File: src/rtl/i2ch_pkg.sv
package i2ch_pkg;
  // word index = byte offset >> 2
  localparam logic [3:0] IDX_CMD    = 4'd1;
  localparam logic [3:0] IDX_ADR_HI = 4'd3;
  localparam logic [3:0] IDX_ADR_LO = 4'd4;
  localparam logic [3:0] IDX_DIV_FS = 4'd5;
  localparam logic [3:0] IDX_DIV_HS = 4'd6;
  localparam logic [3:0] IDX_TX_CFG = 4'd7;
  localparam logic [3:0] IDX_RX_CFG = 4'd8;
  localparam logic [3:0] IDX_DATA   = 4'd9;
  localparam logic [3:0] IDX_STAT   = 4'd10;

  localparam int CB_MASTER = 0;
  localparam int CB_TEN    = 1;
  localparam int CB_IE     = 3;
  localparam int CB_READ   = 4;
  localparam int CB_COMB   = 5;
  localparam int CB_START  = 6;
  localparam int FLUSH_BIT = 7;
  localparam int ACK_BIT   = 7;

  typedef struct packed {
    logic comb;
    logic rd;
    logic ie;
    logic ten;
    logic master;
  } cmd_cfg_t;
endpackage

File: src/rtl/i2ch_byte_fifo.sv
module i2ch_byte_fifo #(
  parameter int DATA_W = 8,
  parameter int DEPTH  = 16,
  localparam int PTR_W = $clog2(DEPTH)
) (
  input  logic              clk,
  input  logic              rst,
  input  logic              flush,
  input  logic              push,
  input  logic [DATA_W-1:0] push_data,
  input  logic              pop,
  output logic [DATA_W-1:0] head,
  output logic              full,
  output logic              empty,
  output logic [PTR_W:0]    level
);
  logic [DATA_W-1:0] mem [DEPTH];
  logic [PTR_W:0] wr_ptr, rd_ptr;
  logic do_push, do_pop;

  assign empty   = (wr_ptr == rd_ptr);
  assign full    = (wr_ptr[PTR_W] != rd_ptr[PTR_W]) &&
                   (wr_ptr[PTR_W-1:0] == rd_ptr[PTR_W-1:0]);
  assign level   = wr_ptr - rd_ptr;
  assign do_push = push & ~full & ~flush;
  assign do_pop  = pop & ~empty & ~flush;
  assign head    = empty ? '0 : mem[rd_ptr[PTR_W-1:0]];

  // storage without reset so it maps onto RAM
  always_ff @(posedge clk) begin
    if (do_push) mem[wr_ptr[PTR_W-1:0]] <= push_data;
  end

  always_ff @(posedge clk) begin
    if (rst || flush) begin
      wr_ptr <= '0;
      rd_ptr <= '0;
    end else begin
      if (do_push) wr_ptr <= wr_ptr + 1'b1;
      if (do_pop)  rd_ptr <= rd_ptr + 1'b1;
    end
  end
endmodule

File: src/rtl/i2ch_cmd_ctl.sv
module i2ch_cmd_ctl
  import i2ch_pkg::*;
(
  input  logic     clk,
  input  logic     rst,
  input  logic     wr_en,
  input  cmd_cfg_t wr_cfg,
  input  logic     start_req,
  input  logic     seq_accept,
  input  logic     seq_busy,
  output cmd_cfg_t cfg,
  output cmd_cfg_t cfg_next,
  output logic     start
);
  assign cfg_next = wr_en ? wr_cfg : cfg;

  always_ff @(posedge clk) begin
    if (rst) begin
      cfg   <= '0;
      start <= 1'b0;
    end else begin
      cfg <= cfg_next;
      if (start && seq_accept)
        start <= 1'b0;
      else if (wr_en && start_req && !seq_busy && !start)
        start <= 1'b1;
    end
  end
endmodule

File: src/rtl/i2ch_status.sv
module i2ch_status #(
  parameter int N_SRC = 3
) (
  input  logic             clk,
  input  logic             rst,
  input  logic [N_SRC-1:0] events,
  input  logic             ack_clear,
  input  logic             irq_en_next,
  output logic [N_SRC-1:0] status,
  output logic             irq
);
  logic [N_SRC-1:0] st_d;

  // a new event beats a clear arriving in the same cycle
  assign st_d = (ack_clear ? '0 : status) | events;

  always_ff @(posedge clk) begin
    if (rst) begin
      status <= '0;
      irq    <= 1'b0;
    end else begin
      status <= st_d;
      irq    <= (|st_d) & irq_en_next;
    end
  end
endmodule

File: src/rtl/i2ch_front.sv
module i2ch_front
  import i2ch_pkg::*;
#(
  parameter int DATA_W     = 32,
  parameter int ADDR_W     = 6,
  parameter int FIFO_DEPTH = 16,
  parameter int ADR_W      = 10,
  localparam int CNT_W     = $clog2(FIFO_DEPTH),
  localparam int LO_W      = 7,
  localparam int HI_W      = ADR_W - LO_W,
  localparam int IDX_W     = ADDR_W - 2
) (
  input  logic              clk,
  input  logic              rst,
  input  logic              bus_sel,
  input  logic              bus_wr,
  input  logic [ADDR_W-1:0] bus_addr,
  input  logic [DATA_W-1:0] bus_wdata,
  output logic [DATA_W-1:0] bus_rdata,
  output logic              seq_start,
  input  logic              seq_accept,
  input  logic              seq_busy,
  output logic              seq_master_en,
  output logic              seq_ten_bit,
  output logic              seq_read,
  output logic              seq_combined,
  output logic [ADR_W-1:0]  seq_dev_addr,
  output logic [CNT_W-1:0]  seq_rx_count,
  output logic [DATA_W-1:0] seq_div_fast,
  output logic [DATA_W-1:0] seq_div_hs,
  output logic [7:0]        seq_tx_data,
  output logic              seq_tx_empty,
  input  logic              seq_tx_pop,
  input  logic [7:0]        seq_rx_data,
  input  logic              seq_rx_push,
  output logic              seq_rx_full,
  input  logic              ev_done,
  input  logic              ev_addr_nak,
  input  logic              ev_data_nak,
  output logic              irq
);
  logic [IDX_W-1:0] idx;
  logic aligned, wr_acc, rd_acc;
  logic [HI_W-1:0]   adr_hi_q;
  logic [LO_W-1:0]   adr_lo_q;
  logic [CNT_W-1:0]  tx_cfg_q, rx_cfg_q;
  logic [DATA_W-1:0] div_fs_q, div_hs_q;
  logic [DATA_W-1:0] rd_mux;
  logic [2:0]        stat_q;
  logic              ack_clear, irq_en_q;
  cmd_cfg_t          cfg_q, cfg_nx, cfg_wr;
  logic              tx_push, tx_flush, tx_full, rx_pop, rx_flush, rx_empty;
  logic [CNT_W:0]    tx_level, rx_level;
  logic [7:0]        rx_head;

  assign idx     = bus_addr[ADDR_W-1:2];
  assign aligned = (bus_addr[1:0] == 2'b00);
  assign wr_acc  = bus_sel & bus_wr & aligned;
  assign rd_acc  = bus_sel & ~bus_wr;

  function automatic logic hit(input logic [IDX_W-1:0] i, input logic [3:0] r);
    return i == IDX_W'(r);
  endfunction

  assign cfg_wr = '{comb:   bus_wdata[CB_COMB],
                    rd:     bus_wdata[CB_READ],
                    ie:     bus_wdata[CB_IE],
                    ten:    bus_wdata[CB_TEN],
                    master: bus_wdata[CB_MASTER]};

  i2ch_cmd_ctl u_cmd (
    .clk(clk), .rst(rst),
    .wr_en(wr_acc && hit(idx, IDX_CMD)),
    .wr_cfg(cfg_wr), .start_req(bus_wdata[CB_START]),
    .seq_accept(seq_accept), .seq_busy(seq_busy),
    .cfg(cfg_q), .cfg_next(cfg_nx), .start(seq_start)
  );

  assign ack_clear = wr_acc && hit(idx, IDX_STAT) && bus_wdata[ACK_BIT];
  assign irq_en_q  = cfg_q.ie;

  i2ch_status #(.N_SRC(3)) u_stat (
    .clk(clk), .rst(rst),
    .events({ev_data_nak, ev_addr_nak, ev_done}),
    .ack_clear(ack_clear), .irq_en_next(cfg_nx.ie),
    .status(stat_q), .irq(irq)
  );

  assign tx_push  = wr_acc && hit(idx, IDX_DATA);
  assign tx_flush = wr_acc && hit(idx, IDX_TX_CFG) && bus_wdata[FLUSH_BIT];
  assign rx_pop   = rd_acc && aligned && hit(idx, IDX_DATA);
  assign rx_flush = wr_acc && hit(idx, IDX_RX_CFG) && bus_wdata[FLUSH_BIT];

  i2ch_byte_fifo #(.DATA_W(8), .DEPTH(FIFO_DEPTH)) u_tx (
    .clk(clk), .rst(rst), .flush(tx_flush),
    .push(tx_push), .push_data(bus_wdata[7:0]),
    .pop(seq_tx_pop), .head(seq_tx_data),
    .full(tx_full), .empty(seq_tx_empty), .level(tx_level)
  );

  i2ch_byte_fifo #(.DATA_W(8), .DEPTH(FIFO_DEPTH)) u_rx (
    .clk(clk), .rst(rst), .flush(rx_flush),
    .push(seq_rx_push), .push_data(seq_rx_data),
    .pop(rx_pop), .head(rx_head),
    .full(seq_rx_full), .empty(rx_empty), .level(rx_level)
  );

  // plain configuration registers
  always_ff @(posedge clk) begin
    if (rst) begin
      adr_hi_q <= '0;
      adr_lo_q <= '0;
      div_fs_q <= '0;
      div_hs_q <= '0;
      tx_cfg_q <= '0;
      rx_cfg_q <= '0;
    end else if (wr_acc) begin
      if (hit(idx, IDX_ADR_HI)) adr_hi_q <= bus_wdata[HI_W-1:0];
      if (hit(idx, IDX_ADR_LO)) adr_lo_q <= bus_wdata[LO_W-1:0];
      if (hit(idx, IDX_DIV_FS)) div_fs_q <= bus_wdata;
      if (hit(idx, IDX_DIV_HS)) div_hs_q <= bus_wdata;
      if (hit(idx, IDX_TX_CFG)) tx_cfg_q <= bus_wdata[CNT_W-1:0];
      if (hit(idx, IDX_RX_CFG)) rx_cfg_q <= bus_wdata[CNT_W-1:0];
    end
  end

  always_comb begin
    rd_mux = '0;
    if (aligned) begin
      if (hit(idx, IDX_CMD)) begin
        rd_mux[CB_MASTER] = cfg_q.master;
        rd_mux[CB_TEN]    = cfg_q.ten;
        rd_mux[CB_IE]     = cfg_q.ie;
        rd_mux[CB_READ]   = cfg_q.rd;
        rd_mux[CB_COMB]   = cfg_q.comb;
        rd_mux[CB_START]  = seq_start;
      end
      if (hit(idx, IDX_ADR_HI)) rd_mux[HI_W-1:0]  = adr_hi_q;
      if (hit(idx, IDX_ADR_LO)) rd_mux[LO_W-1:0]  = adr_lo_q;
      if (hit(idx, IDX_DIV_FS)) rd_mux            = div_fs_q;
      if (hit(idx, IDX_DIV_HS)) rd_mux            = div_hs_q;
      if (hit(idx, IDX_TX_CFG)) rd_mux[CNT_W-1:0] = tx_cfg_q;
      if (hit(idx, IDX_RX_CFG)) rd_mux[CNT_W-1:0] = rx_cfg_q;
      if (hit(idx, IDX_DATA))   rd_mux[7:0]       = rx_head;
      if (hit(idx, IDX_STAT))   rd_mux[2:0]       = stat_q;
    end
  end

  always_ff @(posedge clk) begin
    if (rst)         bus_rdata <= '0;
    else if (rd_acc) bus_rdata <= rd_mux;
  end

  assign seq_master_en = cfg_q.master;
  assign seq_ten_bit   = cfg_q.ten;
  assign seq_read      = cfg_q.rd;
  assign seq_combined  = cfg_q.comb;
  assign seq_dev_addr  = {adr_hi_q, adr_lo_q};
  assign seq_rx_count  = rx_cfg_q;
  assign seq_div_fast  = div_fs_q;
  assign seq_div_hs    = div_hs_q;
endmodule

File: config.mk
export PLATFORM = sky130hd
export DESIGN_NAME = i2ch_front
export DESIGN_NICKNAME = d
export VERILOG_FILES = /design/src/rtl/i2ch_pkg.sv /design/src/rtl/i2ch_byte_fifo.sv /design/src/rtl/i2ch_cmd_ctl.sv /design/src/rtl/i2ch_status.sv /design/src/rtl/i2ch_front.sv
export SDC_FILE = /design/constraint.sdc
export NUM_CORES = 1
export LEC_CHECK = 0
export ABC_AREA = 1
export BUFFER_PORTS_ARGS = -buffer_cell sky130_fd_sc_hd__buf_4
export CAP_MARGIN = 25
export CORE_UTILIZATION = 45
export DETAILED_ROUTE_END_ITERATION = 16
export PLACE_DENSITY_LB_ADDON = 0.05
export SETUP_SLACK_MARGIN = 0.2
export SLEW_MARGIN = 20
export SYNTH_ARGS = -nofsm -noshare
export SYNTH_HDL_FRONTEND = slang
export SYNTH_HIERARCHICAL = 1
export SYNTH_SLANG_ARGS = --single-unit
File: constraint.sdc
create_clock -name clk -period 5.8 [get_ports clk]
set_clock_uncertainty 0.2 [all_clocks]
set_input_delay 1.16 -clock clk [delete_from_list [all_inputs] [get_ports clk]]
set_output_delay 1.16 -clock clk [all_outputs]
set_load 0.05 [all_outputs]
======== Word level (Yosys, flattened, before mapping) ========
Memories as Yosys holds them, arrays and structs flattened. A register that Yosys moved wholly into a read port is not among the register bits.
Index checks and enable logic that the tools add are counted.
cells by class
  add/sub/neg operators ................... 4
  eq/ne operators ......................... 15
  mux-type cells .......................... 23
  bitwise gates (word level) .............. 20
  reduce and logical (&&, ||, !) cells .... 29
operators with widths
  cell                   number
  $mux W32               3
  $mux W4                7
  $mux W8                3
  $add A5 B1 Y5 const B  4
  $eq A4 B3 Y1 const B   4
  $logic_and A1 B1 Y1    16
  $and A1 B1 Y1          12
  $eq A4 B4 Y1 const B   3
  $mux W3                4
  $reduce_and A2 Y1      6
  $eq A5 B5 Y1           2
  $eq A4 B4 Y1           2
  $mux W7                1
  $not A1 Y1             7
  $eq A4 B1 Y1 const B   1
  $eq A4 B2 Y1 const B   1
  $mux W1                4
  $or A3 B3 Y3           1
  $reduce_or A3 Y1       1
  $logic_not A1 Y1       2
  $logic_not A2 Y1       1
  $logic_or A1 B1 Y1     2
  $mux W2                1
  $ne A1 B1 Y1           2
  $reduce_or A2 Y1       1
storage, ports and cells
  flip-flop bits (word level) ............. 144
  bits in writable memories ............... 256
  input bits .............................. 57
  output and inout port bits .............. 126
  word-level logic and storage cells ...... 112
  memories kept ........................... 2
memory list
  memory    words  width  rd ports  clocked after memory_dff  wr ports  RTL line              text
  u_rx.mem  16     8      1         1                         1         i2ch_byte_fifo.sv:17  logic [DATA_W-1:0] mem [DEPTH];
  u_tx.mem  16     8      1         1                         1         i2ch_byte_fifo.sv:17

======== Logic depth before layout (Yosys ltp) ========
Gate-level depths: netlist (run 1).
  depth in word-level cells ............... 11
  depth in mapped cells ................... 14
  depth with buffers taken out ............ 13

======== Modules after synthesis ========
The synthesis (run 1) kept the hierarchy.
modules (own cells, without submodules)
  module                  instances  cells each  area an instance (um^2)  seq. area each (um^2)
  i2ch_byte_fifo at u_tx  1          549         6049.6                   4124.0
  i2ch_byte_fifo at u_rx  1          549         6043.3                   4124.0
  i2ch_front              1          675         4770.8                   2282.2
  i2ch_cmd_ctl            1          34          234.0                    120.1
  i2ch_status             1          19          141.4                    80.1

======== Least setup slack after synthesis (run 1) ========
Ideal clock, no wire load.
  kind .................................... register to output
  start point ............................. reg u_tx.wr_ptr[0]
  end point ............................... out seq_tx_data[0]
  data arrival time ....................... 2.359 ns
  data required time ...................... 4.440 ns
  slack ................................... 2.081 ns
  cell stages (with the launch flop) ...... 8
  path buffers ............................ 0
  cells stage by stage .................... dfxtp_1 inv_1 ha_1 nand2_1 nor2_2 nand2_2 clkinv_1 a21oi_1
on the way
  cells in the longest elaborated chain, start to end .. 2
ends and longest elaborated chain
  element                 RTL line              text
  from (decl)             i2ch_byte_fifo.sv:18  logic [PTR_W:0] wr_ptr, rd_ptr;
  from (signal assigned)  i2ch_byte_fifo.sv:39  if (do_push) wr_ptr <= wr_ptr + 1'b1;
  $eq A5 B5 Y1            i2ch_byte_fifo.sv:21  assign empty = (wr_ptr == rd_ptr);
  named net seq_tx_empty  i2ch_front.sv:32      output logic seq_tx_empty,
  $mux W8                 i2ch_byte_fifo.sv:27  assign head = empty ? '0 : mem[rd_ptr[PTR_W-1:0]];
  to (decl)               i2ch_front.sv:31      output logic [7:0] seq_tx_data,
The timed path passes the listed nets, and every way through them passes these cells.

==> metrics.md, run 1 <==
| Metric | Value |
|---|---|
| Worst r2r path cells | 9 |
| CTS Buf Count | 44 |
| Fin. Hold Viols | 0 |
| Die Wd | 197 um |
| R2r startpoint | u_rx/wr_ptr[0] |
| Status | finished clean |
| Wirelength, routed | 46100 um |
| Total core area | 37000 sq um |
| Reg2Reg Capture Point | u_rx/mem[10][5] |
| R2r setup slk | 2.93 ns |
| Crit Path Max Fanout | 33 |
| CP Capture Type | output pin |
| Initial DRC Count | 913 |
| Critical path type | reg2out |
| Initial Util | 0.462 |
| Buffers added on ports | 182 |
| Max_slew headroom | 0.332 |
| Pint | 4.76 mW |
| Setup crit end | seq_tx_data[1] |
| Via density per instance | 5.14 |
| First-pass GRT wire length | 71500 um |
| Psw | 1.39 mW |
| Postcts setup bufs | 0 |
| Post-Syn Area | 17100 sq um |
| Cells after Synth | 1797 |
| DRC | 0 |
| Post-route setup TNS | 0 ns |
| Antenna Cells | 0 |
| Layout area overhead | 17.8% |
| Pwr per Cell Area | 306 nW/um^2 |
| DPL Wire Length | 30000 um |
| Final nets | 2030 |
| CTS tree | yes |
| Maximum VDD drop | 226 uV |
| Sw Ratio | 0.227 |
| DRT Pass-1 Iters | 5 |
| Cell chain of the critical path | buf_4 -> inv_1 -> buf_8 -> nand3_1 -> nand3_1 -> nand2_1 -> nand2_1 -> a21oi_1 -> buf_4 |
| Initial antenna violation count | 0 |
| Crit-path slowest cell | inv_1 |
| Resized cells post-CTS | 0 |
| YS warnings | 6 |
| Largest net degree at the start of global routing | 83 |
| Clk sinks | 408 |
| CP startpoint kind | flop |
| Clk_lat worst skew | 0.57 ns |
| Logic pwr share | 0.063 |
| Leakage power | 7.86 nW |
| Vias in the first global route | 12400 |
| DR WL/cell | 18.5 um |
| Critical Path Max Stage Delay | 0.36 ns |
| CP Data Arrival Time | 2.62 ns |
| Layout cell share with drive strength beyond 1 | 0.149 |
| Die height | 197 um |
| Avg Inst Size Synth | 9.49 sq um |
| Antenna Nets Post-Route | 0 |
| FP Rows | 70 |
| Final Critical Period | 3.98 ns |
| Final Cycle Share | 0.686 |
| Filler cells | 3432 |
| Sequential power share | 0.505 |
| Syn Nets | 1872 |
| Unrepaired setup endpoints after global routing | false |
| Worst path required time | 4.44 ns |
| Full die area | 38700 sq um |
| Vias | 12800 |
| Root buf cell | clkbuf_16 |
| Setup violators final | 0 |
| Pwr Total | 6.15 mW |
| Worst-Margin Slew | 1.00 ns |
| MaxCap Viol Count | 0 |
| Worst hold path class | reg2reg |
| Max Buffers Root-to-Sink | 3 |
| Clock share of power | 0.432 |
| Max Slew Vio Count | 0 |
| Clock slew at reported path FFs | 0.06 ns |
| H-Tree Depth | 2 |
| Fmax | 251 MHz |
| All-Layer GR Usage | 0.241 |
| Overflow after GRT | 0 |
| Gp weighted congestion | 0.841 |
| IO Count | 183 |
| Hold_buf cts | 0 |
==> cell usage in the layout (no fill, tap or decap), drive strengths merged <==
cell type and count:
o22ai 2, buf 199, nor2 173, o21ai 126
or2 2, edfxtp 256, clkinv 9, clkbuf 70
bufinv 1, xor2 6, o221ai 3, nor4 1
nor3 11, xnor2 4, nand4 4, dfxtp 152
nand3 220, nand2 508, a21oi 107, ha 18
o211ai 3, inv 113, a31oi 1
==> power groups by stage <==
stage	sequential [mW]	clock, mW	combinational (mW)
floorplan	3.18	0	0.222
global placement	3.17	0	0.382
detailed placement	3.17	0	0.385
CTS	3.11	2.71	0.385
global route	3.11	2.83	0.424
finish	3.11	2.66	0.387
==> sequential cells by signal (all words and copies together), names as in the netlist, named ones only <==
signal	flops
u_cmd/start	1
tx_cfg_q	4
adr_lo_q	7
seq_div_hs	32
seq_rx_count	4
seq_div_fast	32
u_tx/rd_ptr	5
bus_rdata	32
u_stat/status	3
u_rx/rd_ptr	5
u_rx/wr_ptr	5
u_stat/irq	1
adr_hi_q	3
u_tx/wr_ptr	5
u_rx/mem	128
u_cmd/cfg	5
u_tx/mem	128
==> through the flow <==
step           setup WS (ns)  instances  utilization  hold WS [ns]  instance area, sq um
6_report                1.82       2493        0.544         0.262                 20100
5_1_grt                 1.66       2493        0.544         0.290                 20100
4_1_cts                 1.62       2490        0.542         0.265                 20000
3_5_place_dp            1.66       2410        0.505         0.257                 18700
3_3_place_gp            1.77       2406        0.504         0.251                 18600
2_1_floorplan           2.10       1797            -         0.251                 17100
==> layout make-up <==
cell class | count | area (sq um) | share of cell area
clock buffers | 69 | 1280 | 0.0635
clock inverters | 11 | 83.8 | 0.00417
flip-flops and latches | 408 | 10700 | 0.534
inverters | 112 | 420 | 0.0209
well taps | 504 | 631 | 0.0314
multi-input cells | 1189 | 5390 | 0.268
repair buffers | 200 | 1550 | 0.0772
==> critical path, delay by kind of cell, from the launching register on <==
family,cells,cell delay [ns]
simple gates,4,0.41
buf+inv,4,1.20
flops,1,0.30
compound gates,1,0.14
==> metal layers <==
layer	vias up	global-route usage	share of wire
li1	6355	-	-
met2	334	0.387	0.47
met3	78	0.0390	0.053
met1	6035	0.330	0.45
met5	-	0	0
met4	0	0.0893	0.030
==> worst min-delay path by stage <==
stage	startpoint	endpoint	slack (ns)	depth (start not counted)
floorplan	u_stat/status[0]	u_stat/status[0]	0.25	2
global placement	seq_div_hs[12]	seq_div_hs[12]	0.25	2
detailed placement	seq_div_hs[29]	seq_div_hs[29]	0.26	2
CTS	seq_div_hs[29]	seq_div_hs[29]	0.26	2
global route	seq_div_hs[9]	seq_div_hs[9]	0.29	2
finish	seq_div_hs[29]	seq_div_hs[29]	0.26	2
(Power assumes the default switching activity.)
==> inputs of run 2 (changes only) <==
==> constraint.sdc (replaced) <==
create_clock -name clk -period 3.7 [get_ports clk]
set_clock_uncertainty 0.2 [all_clocks]
set_input_delay 0.74 -clock clk [delete_from_list [all_inputs] [get_ports clk]]
set_output_delay 0.74 -clock clk [all_outputs]
set_load 0.05 [all_outputs]
==> run 2 against run 1 <==
Clock power increased by 62%. Sequential power increased by 57%. First-iteration DRC count increased by 6.5%. Flip-flop and latch count unchanged. Global-route usage decreased by 0.095 points. Setup slack got worse by 1.4 ns. Power increased by 59%. Utilization increased by 0.56 points. Die area unchanged. Routed wire length increased by 0.31%. Clock-buffer cell count decreased by 13. Via count increased by 1.8%. Critical endpoint is now seq_tx_data[0].
==> metrics.md, run 2 (synthesis results as in run 1) <==
| Metric | Value |
|---|---|
| Status | finished clean |
| DR WL/cell | 18.4 um |
| Commonest non-fill, non-tap cell in the layout | nand2_1 |
| Vias in the first global route | 12500 |
| Postcts setup bufs | 0 |
| CTS tree | yes |
| Resized cells post-CTS | 0 |
| DRC | 0 |
| Largest net degree at the start of global routing | 65 |
| Overflow after GRT | 0 |
| Leakage power | 7.99 nW |
| Cell mode on critical path | nand2_1 |
| Antenna Cells | 0 |
| CP Capture Type | output pin |
| Max Slew Vio Count | 0 |
| Wirelength, routed | 46200 um |
| Clk sinks | 408 |
| WP buf/inv | 3 |
| Critical Path Max Stage Delay | 0.34 ns |
| Fmax | 303 MHz |
| Multi-input logic area | 5390 sq um |
| Critical path type | reg2out |
| Worst-Margin Slew | 1.02 ns |
| Max_slew headroom | 0.315 |
| Root buf cell | clkbuf_16 |
| DPL Wire Length | 30400 um |
| Full die area | 38700 sq um |
| CP startpoint kind | flop |
| Clk_lat worst skew | 0.55 ns |
| Hold_buf cts | 0 |
| Critical path's top delay family | buffers and inverters |
| Finished layout cell area | 20300 sq um |
| CP Data Arrival Time | 2.36 ns |
| Antenna Nets Post-Route | 0 |
| Initial Util | 0.462 |
| Die Wd | 197 um |
| Post-route setup TNS | 0 ns |
| H-Tree Depth | 2 |
| Final Critical Period | 3.30 ns |
| Die height | 197 um |
| IO Count | 183 |
| Buffers added on ports | 182 |
| Crit Path Max Fanout | 40 |
| Maximum VDD drop | 298 uV |
| Setup violators final | 0 |
| Most frequent cells in the layout | nand2_1, edfxtp_1, nand3_1 |
| Pwr per Cell Area | 483 nW/um^2 |
| Worst hold path class | in2reg |
| All-Layer GR Usage | 0.240 |
| Crit-path slowest cell | dfxtp_2 |
| Initial antenna violation count | 0 |
| Final Cycle Share | 0.892 |
| Unrepaired setup endpoints after global routing | false |
| Fin. Hold Viols | 0 |
| CTS Buf Count | 44 |
| Worst path required time | 2.76 ns |
| Filler cells | 3415 |
| First-pass GRT wire length | 71800 um |
| Final nets | 2051 |
| Gp weighted congestion | 0.855 |
| MaxCap Viol Count | 0 |
| Initial DRC Count | 972 |
| Reg area | 10700 sq um |
| Clock slew at reported path FFs | 0.06 ns |
| Max Buffers Root-to-Sink | 3 |
| Placed Area | 18800 sq um |
| Vias | 13000 |
| Total core area | 37000 sq um |
| Layout area overhead | 19.0% |
| Layout cell share with drive strength beyond 1 | 0.162 |
| DRT Pass-1 Iters | 5 |
| Via density per instance | 5.18 |
| FP Rows | 70 |
| Cell chain of the critical path | inv_2 -> buf_12 -> nand2_1 -> nand3_1 -> nand3_1 -> nand2_1 -> nand2_1 -> a21oi_1 -> buf_4 |
run 2: cell types whose count changed in the layout (fill, tap and decap cells not counted), moves of 2 or more:
cell	previous run	this run
clkinvlp_4	0	4
buf_4	193	217
clkbuf_8	6	1
bufinv_16	1	4
clkinv_4	0	2
clkbuf_1	18	10
clkinv_2	5	9
run 2: layer usage:
layer | wire length, um | share of wire | track usage
met1 | 20200 | 0.44 | 0.326
met2 | 22600 | 0.49 | 0.401
met4 | 825 | 0.018 | 0.0586
met5 | 0 | 0 | 0
met3 | 2560 | 0.055 | 0.0411
run 2: path summary, 6_finish.rpt:
kind / from / to / slack, ns / depth (start not counted)
max: flop / seq_tx_data[0] / 0.40 / 9
min: ev_addr_nak / u_stat/status[1] / 0.22 / 3
max reg2reg: u_rx/wr_ptr[0] / u_rx/mem[10][5] / 0.82 / 9
min reg2reg: seq_div_hs[4] / seq_div_hs[4] / 0.26 / 2
run 2: tightest hold or removal path, delay by kind of cell:
| family | cells | cell delay (ns) |
|---|---|---|
| AOI/OAI and AO/OA | 1 | 0.04 |
| buffers and inverters | 1 | 0.08 |
| and+or+nand+nor | 1 | 0.07 |
run 2: per-stage QoR:
stage           util  cells  setup WS, ns  hold WS [ns]  power (mW)
6_report       0.549   2514         0.401         0.222        9.81
4_1_cts        0.548   2512         0.240         0.201        9.89
3_5_place_dp   0.510   2432         0.359         0.253        5.59
3_3_place_gp   0.510   2432         0.423         0.251        5.58
5_1_grt        0.549   2514         0.262         0.213        10.1
2_1_floorplan      -   1797         0.424         0.251        5.33
run 2: cell type report:
| cell class | instances | share of cell area |
|---|---|---|
| flip-flops and latches | 408 | 0.529 |
| well taps | 504 | 0.0311 |
| clock buffers | 56 | 0.0580 |
| clock inverters | 24 | 0.0121 |
| multi-input cells | 1189 | 0.265 |
| inverters | 112 | 0.0207 |
| repair buffers | 221 | 0.0837 |
run 2: power breakdown:
group | total (mW) | switching, mW | internal (mW)
Clock | 4.32 | 1.77 | 2.54
Sequential | 4.88 | 0.0163 | 4.86
Combinational | 0.613 | 0.444 | 0.168
Total | 9.81 | 2.23 | 7.57
